$ cat src/rtl/tsw_pkg.sv
// Shared encodings for the task switch commit sequencer.
// Assumes: cause and status codes are fixed by the port contract.
package tsw_pkg;
    typedef enum logic [2:0] {
        CAUSE_CALL = 3'd0,
        CAUSE_JMP  = 3'd1,
        CAUSE_EXC  = 3'd2,
        CAUSE_INT  = 3'd3,
        CAUSE_RET  = 3'd4
    } cause_e;

    typedef enum logic [1:0] {
        STAT_OK      = 2'd0,
        STAT_ABORT   = 2'd1,
        STAT_CORRUPT = 2'd2,
        STAT_EXC     = 2'd3
    } status_e;

    typedef enum logic [2:0] {
        PH_IDLE = 3'd0,
        PH_SAVE = 3'd1,
        PH_BUSY = 3'd2,
        PH_TR   = 3'd3,
        PH_LOAD = 3'd4,
        PH_QUAL = 3'd5
    } phase_e;
endpackage

$ cat src/rtl/tsw_ctrl.sv
// Sequencing FSM: save, busy-mark, task-register load, context load,
// qualification. Produces strobes for the datapath units and the
// completion pulse with status.
// Assumes: fault applies to the step in progress; a fault overrides a
// memory handshake in the same cycle.
module tsw_ctrl
    import tsw_pkg::*;
#(
    parameter int CTX_WORDS = 18,
    parameter int QUAL_CNT  = 6,
    localparam int IDX_W    = $clog2(CTX_WORDS),
    localparam int Q_W      = $clog2(QUAL_CNT)
) (
    input  logic             clk,
    input  logic             rst_n,
    input  logic             start,
    input  logic [2:0]       cause,
    input  logic             fault,
    input  logic             mem_ready,
    output logic             running,
    output logic             committed,
    output logic             mem_valid,
    output logic [IDX_W-1:0] mem_idx,
    output logic             snap,
    output logic             save_en,
    output logic             busy_set,
    output logic             tr_load,
    output logic             ld_we,
    output logic             restore,
    output logic             done,
    output logic [1:0]       status,
    output logic             exc_req
);
    localparam logic [IDX_W-1:0] LAST_IDX = IDX_W'(CTX_WORDS - 1);
    localparam logic [Q_W-1:0]   LAST_Q   = Q_W'(QUAL_CNT - 1);

    phase_e           phase_q;
    logic [2:0]       cause_q;
    logic [IDX_W-1:0] idx_q;
    logic [Q_W-1:0]   q_q;
    logic             pre_commit;

    // Decode per-phase strobes for the datapath.
    always_comb begin
        pre_commit = (phase_q == PH_SAVE) || (phase_q == PH_BUSY) || (phase_q == PH_TR);
        snap       = (phase_q == PH_IDLE) && start;
        save_en    = (phase_q == PH_SAVE) && !fault;
        busy_set   = (phase_q == PH_BUSY) && !fault && (cause_q != CAUSE_RET);
        tr_load    = (phase_q == PH_TR) && !fault;
        ld_we      = (phase_q == PH_LOAD) && mem_ready && !fault;
        restore    = pre_commit && fault;
        mem_valid  = (phase_q == PH_LOAD);
        mem_idx    = idx_q;
        running    = (phase_q != PH_IDLE);
        committed  = (phase_q == PH_QUAL);
    end

    // Phase transitions, word/check counters and completion reporting.
    always_ff @(posedge clk) begin
        if (!rst_n) begin
            phase_q <= PH_IDLE;
            cause_q <= 3'd0;
            idx_q   <= '0;
            q_q     <= '0;
            done    <= 1'b0;
            status  <= STAT_OK;
            exc_req <= 1'b0;
        end else begin
            done    <= 1'b0;
            exc_req <= 1'b0;
            unique case (phase_q)
                PH_IDLE: begin
                    if (start) begin
                        cause_q <= cause;
                        phase_q <= PH_SAVE;
                    end
                end
                PH_SAVE, PH_BUSY, PH_TR: begin
                    if (fault) begin
                        done    <= 1'b1;
                        status  <= STAT_ABORT;
                        phase_q <= PH_IDLE;
                    end else if (phase_q == PH_SAVE) begin
                        phase_q <= PH_BUSY;
                    end else if (phase_q == PH_BUSY) begin
                        phase_q <= PH_TR;
                    end else begin
                        idx_q   <= '0;
                        phase_q <= PH_LOAD;
                    end
                end
                PH_LOAD: begin
                    if (fault) begin
                        done    <= 1'b1;
                        status  <= STAT_CORRUPT;
                        phase_q <= PH_IDLE;
                    end else if (mem_ready) begin
                        if (idx_q == LAST_IDX) begin
                            q_q     <= '0;
                            phase_q <= PH_QUAL;
                        end else begin
                            idx_q <= idx_q + 1'b1;
                        end
                    end
                end
                PH_QUAL: begin
                    if (fault) begin
                        done    <= 1'b1;
                        exc_req <= 1'b1;
                        status  <= STAT_EXC;
                        phase_q <= PH_IDLE;
                    end else if (q_q == LAST_Q) begin
                        done    <= 1'b1;
                        status  <= STAT_OK;
                        phase_q <= PH_IDLE;
                    end else begin
                        q_q <= q_q + 1'b1;
                    end
                end
                default: phase_q <= PH_IDLE;
            endcase
        end
    end
endmodule

$ cat src/rtl/tsw_ctx_bank.sv
// Architectural context bank with per-word shadow (captured on start)
// and saved-context copy for the outgoing task.
// Assumes: restore and ld_we are never high together.
module tsw_ctx_bank #(
    parameter int CTX_WORDS = 18,
    parameter int WORD_W    = 32,
    localparam int IDX_W    = $clog2(CTX_WORDS)
) (
    input  logic                        clk,
    input  logic                        rst_n,
    input  logic                        snap,
    input  logic                        save_en,
    input  logic                        restore,
    input  logic                        ld_we,
    input  logic [IDX_W-1:0]            ld_idx,
    input  logic [WORD_W-1:0]           ld_data,
    output logic [CTX_WORDS*WORD_W-1:0] ctx_flat,
    output logic [CTX_WORDS*WORD_W-1:0] save_flat
);
    for (genvar i = 0; i < CTX_WORDS; i++) begin : g_word
        logic [WORD_W-1:0] live_q;
        logic [WORD_W-1:0] shadow_q;
        logic [WORD_W-1:0] save_q;

        // Live word: rolled back from shadow, or written by a load.
        always_ff @(posedge clk) begin
            if (!rst_n) begin
                live_q <= '0;
            end else if (restore) begin
                live_q <= shadow_q;
            end else if (ld_we && (ld_idx == IDX_W'(i))) begin
                live_q <= ld_data;
            end
        end

        // Shadow and saved copies of the live word.
        always_ff @(posedge clk) begin
            if (!rst_n) begin
                shadow_q <= '0;
                save_q   <= '0;
            end else begin
                if (snap)    shadow_q <= live_q;
                if (save_en) save_q   <= live_q;
            end
        end

        assign ctx_flat[i*WORD_W +: WORD_W]  = live_q;
        assign save_flat[i*WORD_W +: WORD_W] = save_q;
    end
endmodule

$ cat src/rtl/tsw_tr_unit.sv
// Task register and incoming busy flag, with shadows for rollback.
// Assumes: incoming selector/descriptor are latched on the start cycle.
module tsw_tr_unit #(
    parameter int SEL_W  = 16,
    parameter int DESC_W = 32
) (
    input  logic              clk,
    input  logic              rst_n,
    input  logic              snap,
    input  logic [SEL_W-1:0]  new_sel,
    input  logic [DESC_W-1:0] new_desc,
    input  logic              new_busy,
    input  logic              busy_set,
    input  logic              tr_load,
    input  logic              restore,
    output logic              busy_flag,
    output logic [SEL_W-1:0]  tr_sel,
    output logic [DESC_W-1:0] tr_desc
);
    logic [SEL_W-1:0]  in_sel_q;
    logic [DESC_W-1:0] in_desc_q;
    logic [SEL_W-1:0]  sh_sel_q;
    logic [DESC_W-1:0] sh_desc_q;
    logic              sh_busy_q;

    // Latch the incoming task and the pre-switch state on start.
    always_ff @(posedge clk) begin
        if (!rst_n) begin
            in_sel_q  <= '0;
            in_desc_q <= '0;
            sh_sel_q  <= '0;
            sh_desc_q <= '0;
            sh_busy_q <= 1'b0;
        end else if (snap) begin
            in_sel_q  <= new_sel;
            in_desc_q <= new_desc;
            sh_sel_q  <= tr_sel;
            sh_desc_q <= tr_desc;
            sh_busy_q <= new_busy;
        end
    end

    // Busy flag: sampled at start, set by the busy step, rolled back on abort.
    always_ff @(posedge clk) begin
        if (!rst_n) begin
            busy_flag <= 1'b0;
        end else if (snap) begin
            busy_flag <= new_busy;
        end else if (restore) begin
            busy_flag <= sh_busy_q;
        end else if (busy_set) begin
            busy_flag <= 1'b1;
        end
    end

    // Task register: loaded from the latched incoming task, rolled back on abort.
    always_ff @(posedge clk) begin
        if (!rst_n) begin
            tr_sel  <= '0;
            tr_desc <= '0;
        end else if (restore) begin
            tr_sel  <= sh_sel_q;
            tr_desc <= sh_desc_q;
        end else if (tr_load) begin
            tr_sel  <= in_sel_q;
            tr_desc <= in_desc_q;
        end
    end
endmodule

$ cat src/rtl/task_switch_seq.sv
// Top of the task switch commit sequencer: FSM plus context bank and
// task-register unit.
// Assumes: one 32-bit word per memory handshake, data valid with ready.
module task_switch_seq #(
    parameter int CTX_WORDS = 18,
    parameter int WORD_W    = 32,
    parameter int SEL_W     = 16,
    parameter int DESC_W    = 32,
    parameter int QUAL_CNT  = 6,
    parameter int IP_IDX    = 3,
    localparam int IDX_W    = $clog2(CTX_WORDS)
) (
    input  logic                        clk,
    input  logic                        rst_n,
    input  logic                        start,
    input  logic [2:0]                  cause,
    input  logic [SEL_W-1:0]            new_sel,
    input  logic [DESC_W-1:0]           new_desc,
    input  logic                        new_busy,
    input  logic                        fault,
    output logic                        mem_valid,
    output logic [IDX_W-1:0]            mem_idx,
    input  logic                        mem_ready,
    input  logic [WORD_W-1:0]           mem_data,
    output logic                        running,
    output logic                        committed,
    output logic                        busy_flag,
    output logic [SEL_W-1:0]            tr_sel,
    output logic [DESC_W-1:0]           tr_desc,
    output logic [CTX_WORDS*WORD_W-1:0] ctx_out,
    output logic [CTX_WORDS*WORD_W-1:0] save_out,
    output logic                        done,
    output logic [1:0]                  status,
    output logic                        exc_req
);
    logic snap, save_en, busy_set, tr_load, ld_we, restore;

    tsw_ctrl #(.CTX_WORDS(CTX_WORDS), .QUAL_CNT(QUAL_CNT)) u_ctrl (
        .clk(clk), .rst_n(rst_n), .start(start), .cause(cause),
        .fault(fault), .mem_ready(mem_ready), .running(running),
        .committed(committed), .mem_valid(mem_valid), .mem_idx(mem_idx),
        .snap(snap), .save_en(save_en), .busy_set(busy_set),
        .tr_load(tr_load), .ld_we(ld_we), .restore(restore),
        .done(done), .status(status), .exc_req(exc_req)
    );

    tsw_ctx_bank #(.CTX_WORDS(CTX_WORDS), .WORD_W(WORD_W)) u_ctx (
        .clk(clk), .rst_n(rst_n), .snap(snap), .save_en(save_en),
        .restore(restore), .ld_we(ld_we), .ld_idx(mem_idx),
        .ld_data(mem_data), .ctx_flat(ctx_out), .save_flat(save_out)
    );

    tsw_tr_unit #(.SEL_W(SEL_W), .DESC_W(DESC_W)) u_tr (
        .clk(clk), .rst_n(rst_n), .snap(snap), .new_sel(new_sel),
        .new_desc(new_desc), .new_busy(new_busy), .busy_set(busy_set),
        .tr_load(tr_load), .restore(restore), .busy_flag(busy_flag),
        .tr_sel(tr_sel), .tr_desc(tr_desc)
    );

    if (IP_IDX >= CTX_WORDS) begin : g_bad_ip
        initial $error("IP_IDX out of range");
    end
endmodule

$ cat config.mk
export PLATFORM = sky130hd
export DESIGN_NAME = task_switch_seq
export DESIGN_NICKNAME = d
export VERILOG_FILES = /design/src/rtl/tsw_pkg.sv /design/src/rtl/tsw_ctrl.sv /design/src/rtl/tsw_ctx_bank.sv /design/src/rtl/tsw_tr_unit.sv /design/src/rtl/task_switch_seq.sv
export SDC_FILE = /design/constraint.sdc
export NUM_CORES = 2
export LEC_CHECK = 0
export BUFFER_PORTS_ARGS = -buffer_cell sky130_fd_sc_hd__buf_4
export CAP_MARGIN = 10
export CORE_AREA = 5 5 504 506
export DETAILED_ROUTE_END_ITERATION = 6
export DIE_AREA = 0 0 509 511
export GPL_TIMING_DRIVEN = 0
export SYNTH_ARGS = -nofsm -noshare
export SYNTH_HDL_FRONTEND = slang
export SYNTH_SLANG_ARGS = --single-unit
$ cat constraint.sdc
create_clock -name clk -period 3.2 [get_ports clk]
set_clock_uncertainty 0.15 [all_clocks]
set_input_delay 0.48 -clock clk [delete_from_list [all_inputs] [get_ports clk]]
set_output_delay 0.48 -clock clk [all_outputs]
set_load 0.01 [all_outputs]
==> impl_metrics.env <==
export IMPL_synthesis_area_sq_um=69400
export IMPL_track_usage_pct=29.1
export IMPL_relSlewSlack_pct=5.97
export IMPL_overflow=0
export IMPL_syn_inst=8618
export IMPL_first_iter_violations=8137
export IMPL_grt_pass1_vias=66588
export IMPL_crit_path_end_kind="register"
export IMPL_critical_path_arrival_ns=3.82
export IMPL_p_sw_share_pct=28.8
export IMPL_clkLatencyLatePin_ns=0.89
export IMPL_worst_path_most_repeated_cell="a21oi_1"
export IMPL_crit_path_start_kind="register"
export IMPL_die_area_sq_um=260000
export IMPL_rr_startpoint="u_ctrl.phase_q[2]"
export IMPL_utilization_pct=37.3
export IMPL_p_int_mw=41.0
export IMPL_root_buffer="clkbuf_16"
export IMPL_drt_total_wl_um=399000
export IMPL_layout_common_cells="nand2_1 (2680), a21oi_1 (2252), dfxtp_1 (1892), buf_4 (1336), clkbuf_1 (615)"
export IMPL_dp_slack_ns=-1.60
export IMPL_io_pins=1302
export IMPL_worstPathRequired_ns=3.83
export IMPL_synthDistinctLibCells=48
export IMPL_cp_max_fo=10
export IMPL_start_util_pct=27.8
export IMPL_numCtsBuffers=205
export IMPL_critPathBufInv=3
export IMPL_pwr_share_comb_pct=11.7
export IMPL_grt_max_degree=18
export IMPL_hp_class="input port to register"
export IMPL_ant_nets=0
export IMPL_p_switching_mw=16.6
export IMPL_cts_tree="yes"
export IMPL_ir_drop_mv=0.530
export IMPL_seq_power_share_pct=44.5
export IMPL_clk_pin_slew_ns=0.06
export IMPL_min_from="start"
export IMPL_path_cells="clkinv_1, clkbuf_1, a21oi_2, buf_2, a21oi_1, a21oi_1"
export IMPL_setup_violations=0
export IMPL_clk_path_buf_depth=3
export IMPL_synth_seq_cells=1892
export IMPL_dieWidth_um=509
export IMPL_gp_congestion=0.925
export IMPL_num_vias=71979
export IMPL_fmax_mhz=313
export IMPL_p_per_area_nw_per_um2=619
export IMPL_grt_pass1_wl_um=540000
export IMPL_period_share_pct=99.8
export IMPL_worst_pin_slew_ns=1.41
export IMPL_crit_slowest_cell="buf_2"
export IMPL_cap_violations=0
export IMPL_yosys_warnings=0
export IMPL_routedWlPerCell_um=28.9
export IMPL_antenna_found_initial=39
export IMPL_synth_main_ff_cell="dfxtp_1"
export IMPL_drv_slew=0
export IMPL_status="complete, no violations"
export IMPL_synth_edf_count=0
export IMPL_drive_gt1_share_pct=18.9
export IMPL_final_common_cell="nand2_1"
export IMPL_dp_hpwl_um=305000
export IMPL_yosysSeqAreaShare_pct=54.6
export IMPL_synthArstFlopShare_pct=0
export IMPL_layout_min_cycle_time_ns=3.19
export IMPL_synth_nets=8714
export IMPL_setup_ws_ns=0.00554
export IMPL_htreeDepth=4
export IMPL_final_nets=10379
export IMPL_fp_coreArea_sq_um=250000
export IMPL_drtPass1Iterations=5
export IMPL_p_leak_nw=36.1
export IMPL_cpLargestDelayFamily="buffers and inverters"
export IMPL_hold_viol=0
export IMPL_place_port_buffers=1301
export IMPL_crit_start="u_ctrl.phase_q[2]"
export IMPL_cts_sink_count=1892
export IMPL_crit_path_max_incr_delay_ns=0.68
export IMPL_num_rows=184
export IMPL_crit_type="register to register"
export IMPL_clockPowerShare_pct=43.8
export IMPL_drc_errors=0
export IMPL_rsz0062_at_grt="false"
export IMPL_vias_per_cell=5.21
export IMPL_die_h_um=511
export IMPL_syn_to_final_growth_pct=34.1
export IMPL_syn_area_per_cell_sq_um=8.05
export IMPL_tns_ns=0
[logic make-up (layout without fill, tap and decap cells)]
logic type	Yosys count	in the layout	synth area share (%)
buffers and inverters	850	2679	5.08
AO/OA/AOI/OAI	2959	2959	23.8
AND/OR/NAND/NOR	2907	2907	16.4
other	0	14	0
XOR/XNOR	1	1	0.0126
adder cells (fa/ha/maj)	7	7	0.126
multiplexers	2	2	0.0306
flip-flops	1892	1892	54.6
[power by group through the flow]
stage	clock [mW]	sequential (mW)	combinational (mW)
after floorplan	0	25.8	2.62
after global placement	0	26.1	6.35
after detailed placement	0	26.1	6.56
after CTS	25.6	25.6	6.70
after global routing	26.5	25.7	7.12
final	25.2	25.6	6.76
[final cells by class]
type	count	area, sq um
inverters	37	139
multi-input cells	5876	28200
fillers	26219	156000
flip-flops and latches	1892	37900
plain buffers	810	3570
repair buffers	1461	11900
well taps	3348	4190
diodes	14	35.0
clock inverters	67	1100
clock buffers	304	6020
[tightest hold or removal path, cell delays in order]
cell,delay [ns]
buf_4,0.11
nor2b_1,0.15
a21oi_1,0.12
nor3_1,0.05
o21a_1,0.16
[per-layer routing]
layer | part of all wire (%) | vias up | wire length (um) | global-route usage, %
met2 | 43 | 3787 | 173000 | 44.3
met4 | 6.0 | 8 | 23800 | 14.8
met5 | 0.015 | - | 61 | 0
met3 | 10 | 745 | 41300 | 8.73
li1 | - | 32699 | - | -
met1 | 40 | 34740 | 161000 | 37.3
[final timing paths]
path	endpoint	slack [ns]	cells past startpoint
setup / recovery	u_ctx.g_word[2].live_q[1]	0.006	6
hold reg to reg	u_ctx.g_word[9].save_q[28]	0.30	2
hold / removal	u_ctrl.phase_q[0]	0.12	5
setup reg to reg	u_ctx.g_word[2].live_q[1]	0.006	6
[per-stage QoR]
stage / cells / power [mW] / area, sq um / hold WS, ns
after global placement: 13267 / 32.4 / 83400 / 0.290
after CTS: 13793 / 57.9 / 92900 / 0.0446
after global routing: 13797 / 59.3 / 93100 / 0.136
after detailed placement: 13316 / 32.7 / 84600 / 0.294
after floorplan: 8618 / 28.4 / 69400 / 0.281
final: 13809 / 57.6 / 93100 / 0.119
[cell usage after synthesis (35+ instances only)]
cell type | n | area, sq um
a211oi_1 | 63 | 473
a21oi_1 | 2281 | 11400
a311oi_1 | 81 | 709
buf_2 | 96 | 480
clkbuf_1 | 666 | 2500
dfxtp_1 | 1892 | 37900
inv_1 | 36 | 135
nand2_1 | 2680 | 10100
nor2_1 | 87 | 327
nor3_1 | 68 | 340
o21ai_0 | 35 | 175
o31ai_1 | 481 | 3610
[flip-flops by register name (all words and copies together), names as in the netlist, 32 cells and up]
signal,flops
u_tr.in_desc_q,32
u_ctx.g_word.save_q,576
u_ctx.g_word.shadow_q,576
u_ctx.g_word.live_q,576
u_tr.tr_desc,32
u_tr.sh_desc_q,32
[what timing repair did]
| action | 4_1_cts | 5_1_grt |
|---|---|---|
| hold buffers | 88 | 0 |
| gates resized for setup | 51 | 66 |
| setup endpoints to repair | 1367 | 500 |
| endpoints found under the hold margin | 122 | 0 |
| setup buffers | 20 | 2 |
| pin swaps | 10 | 1 |
No activity file was read; power rests on OpenSTA's default activity.
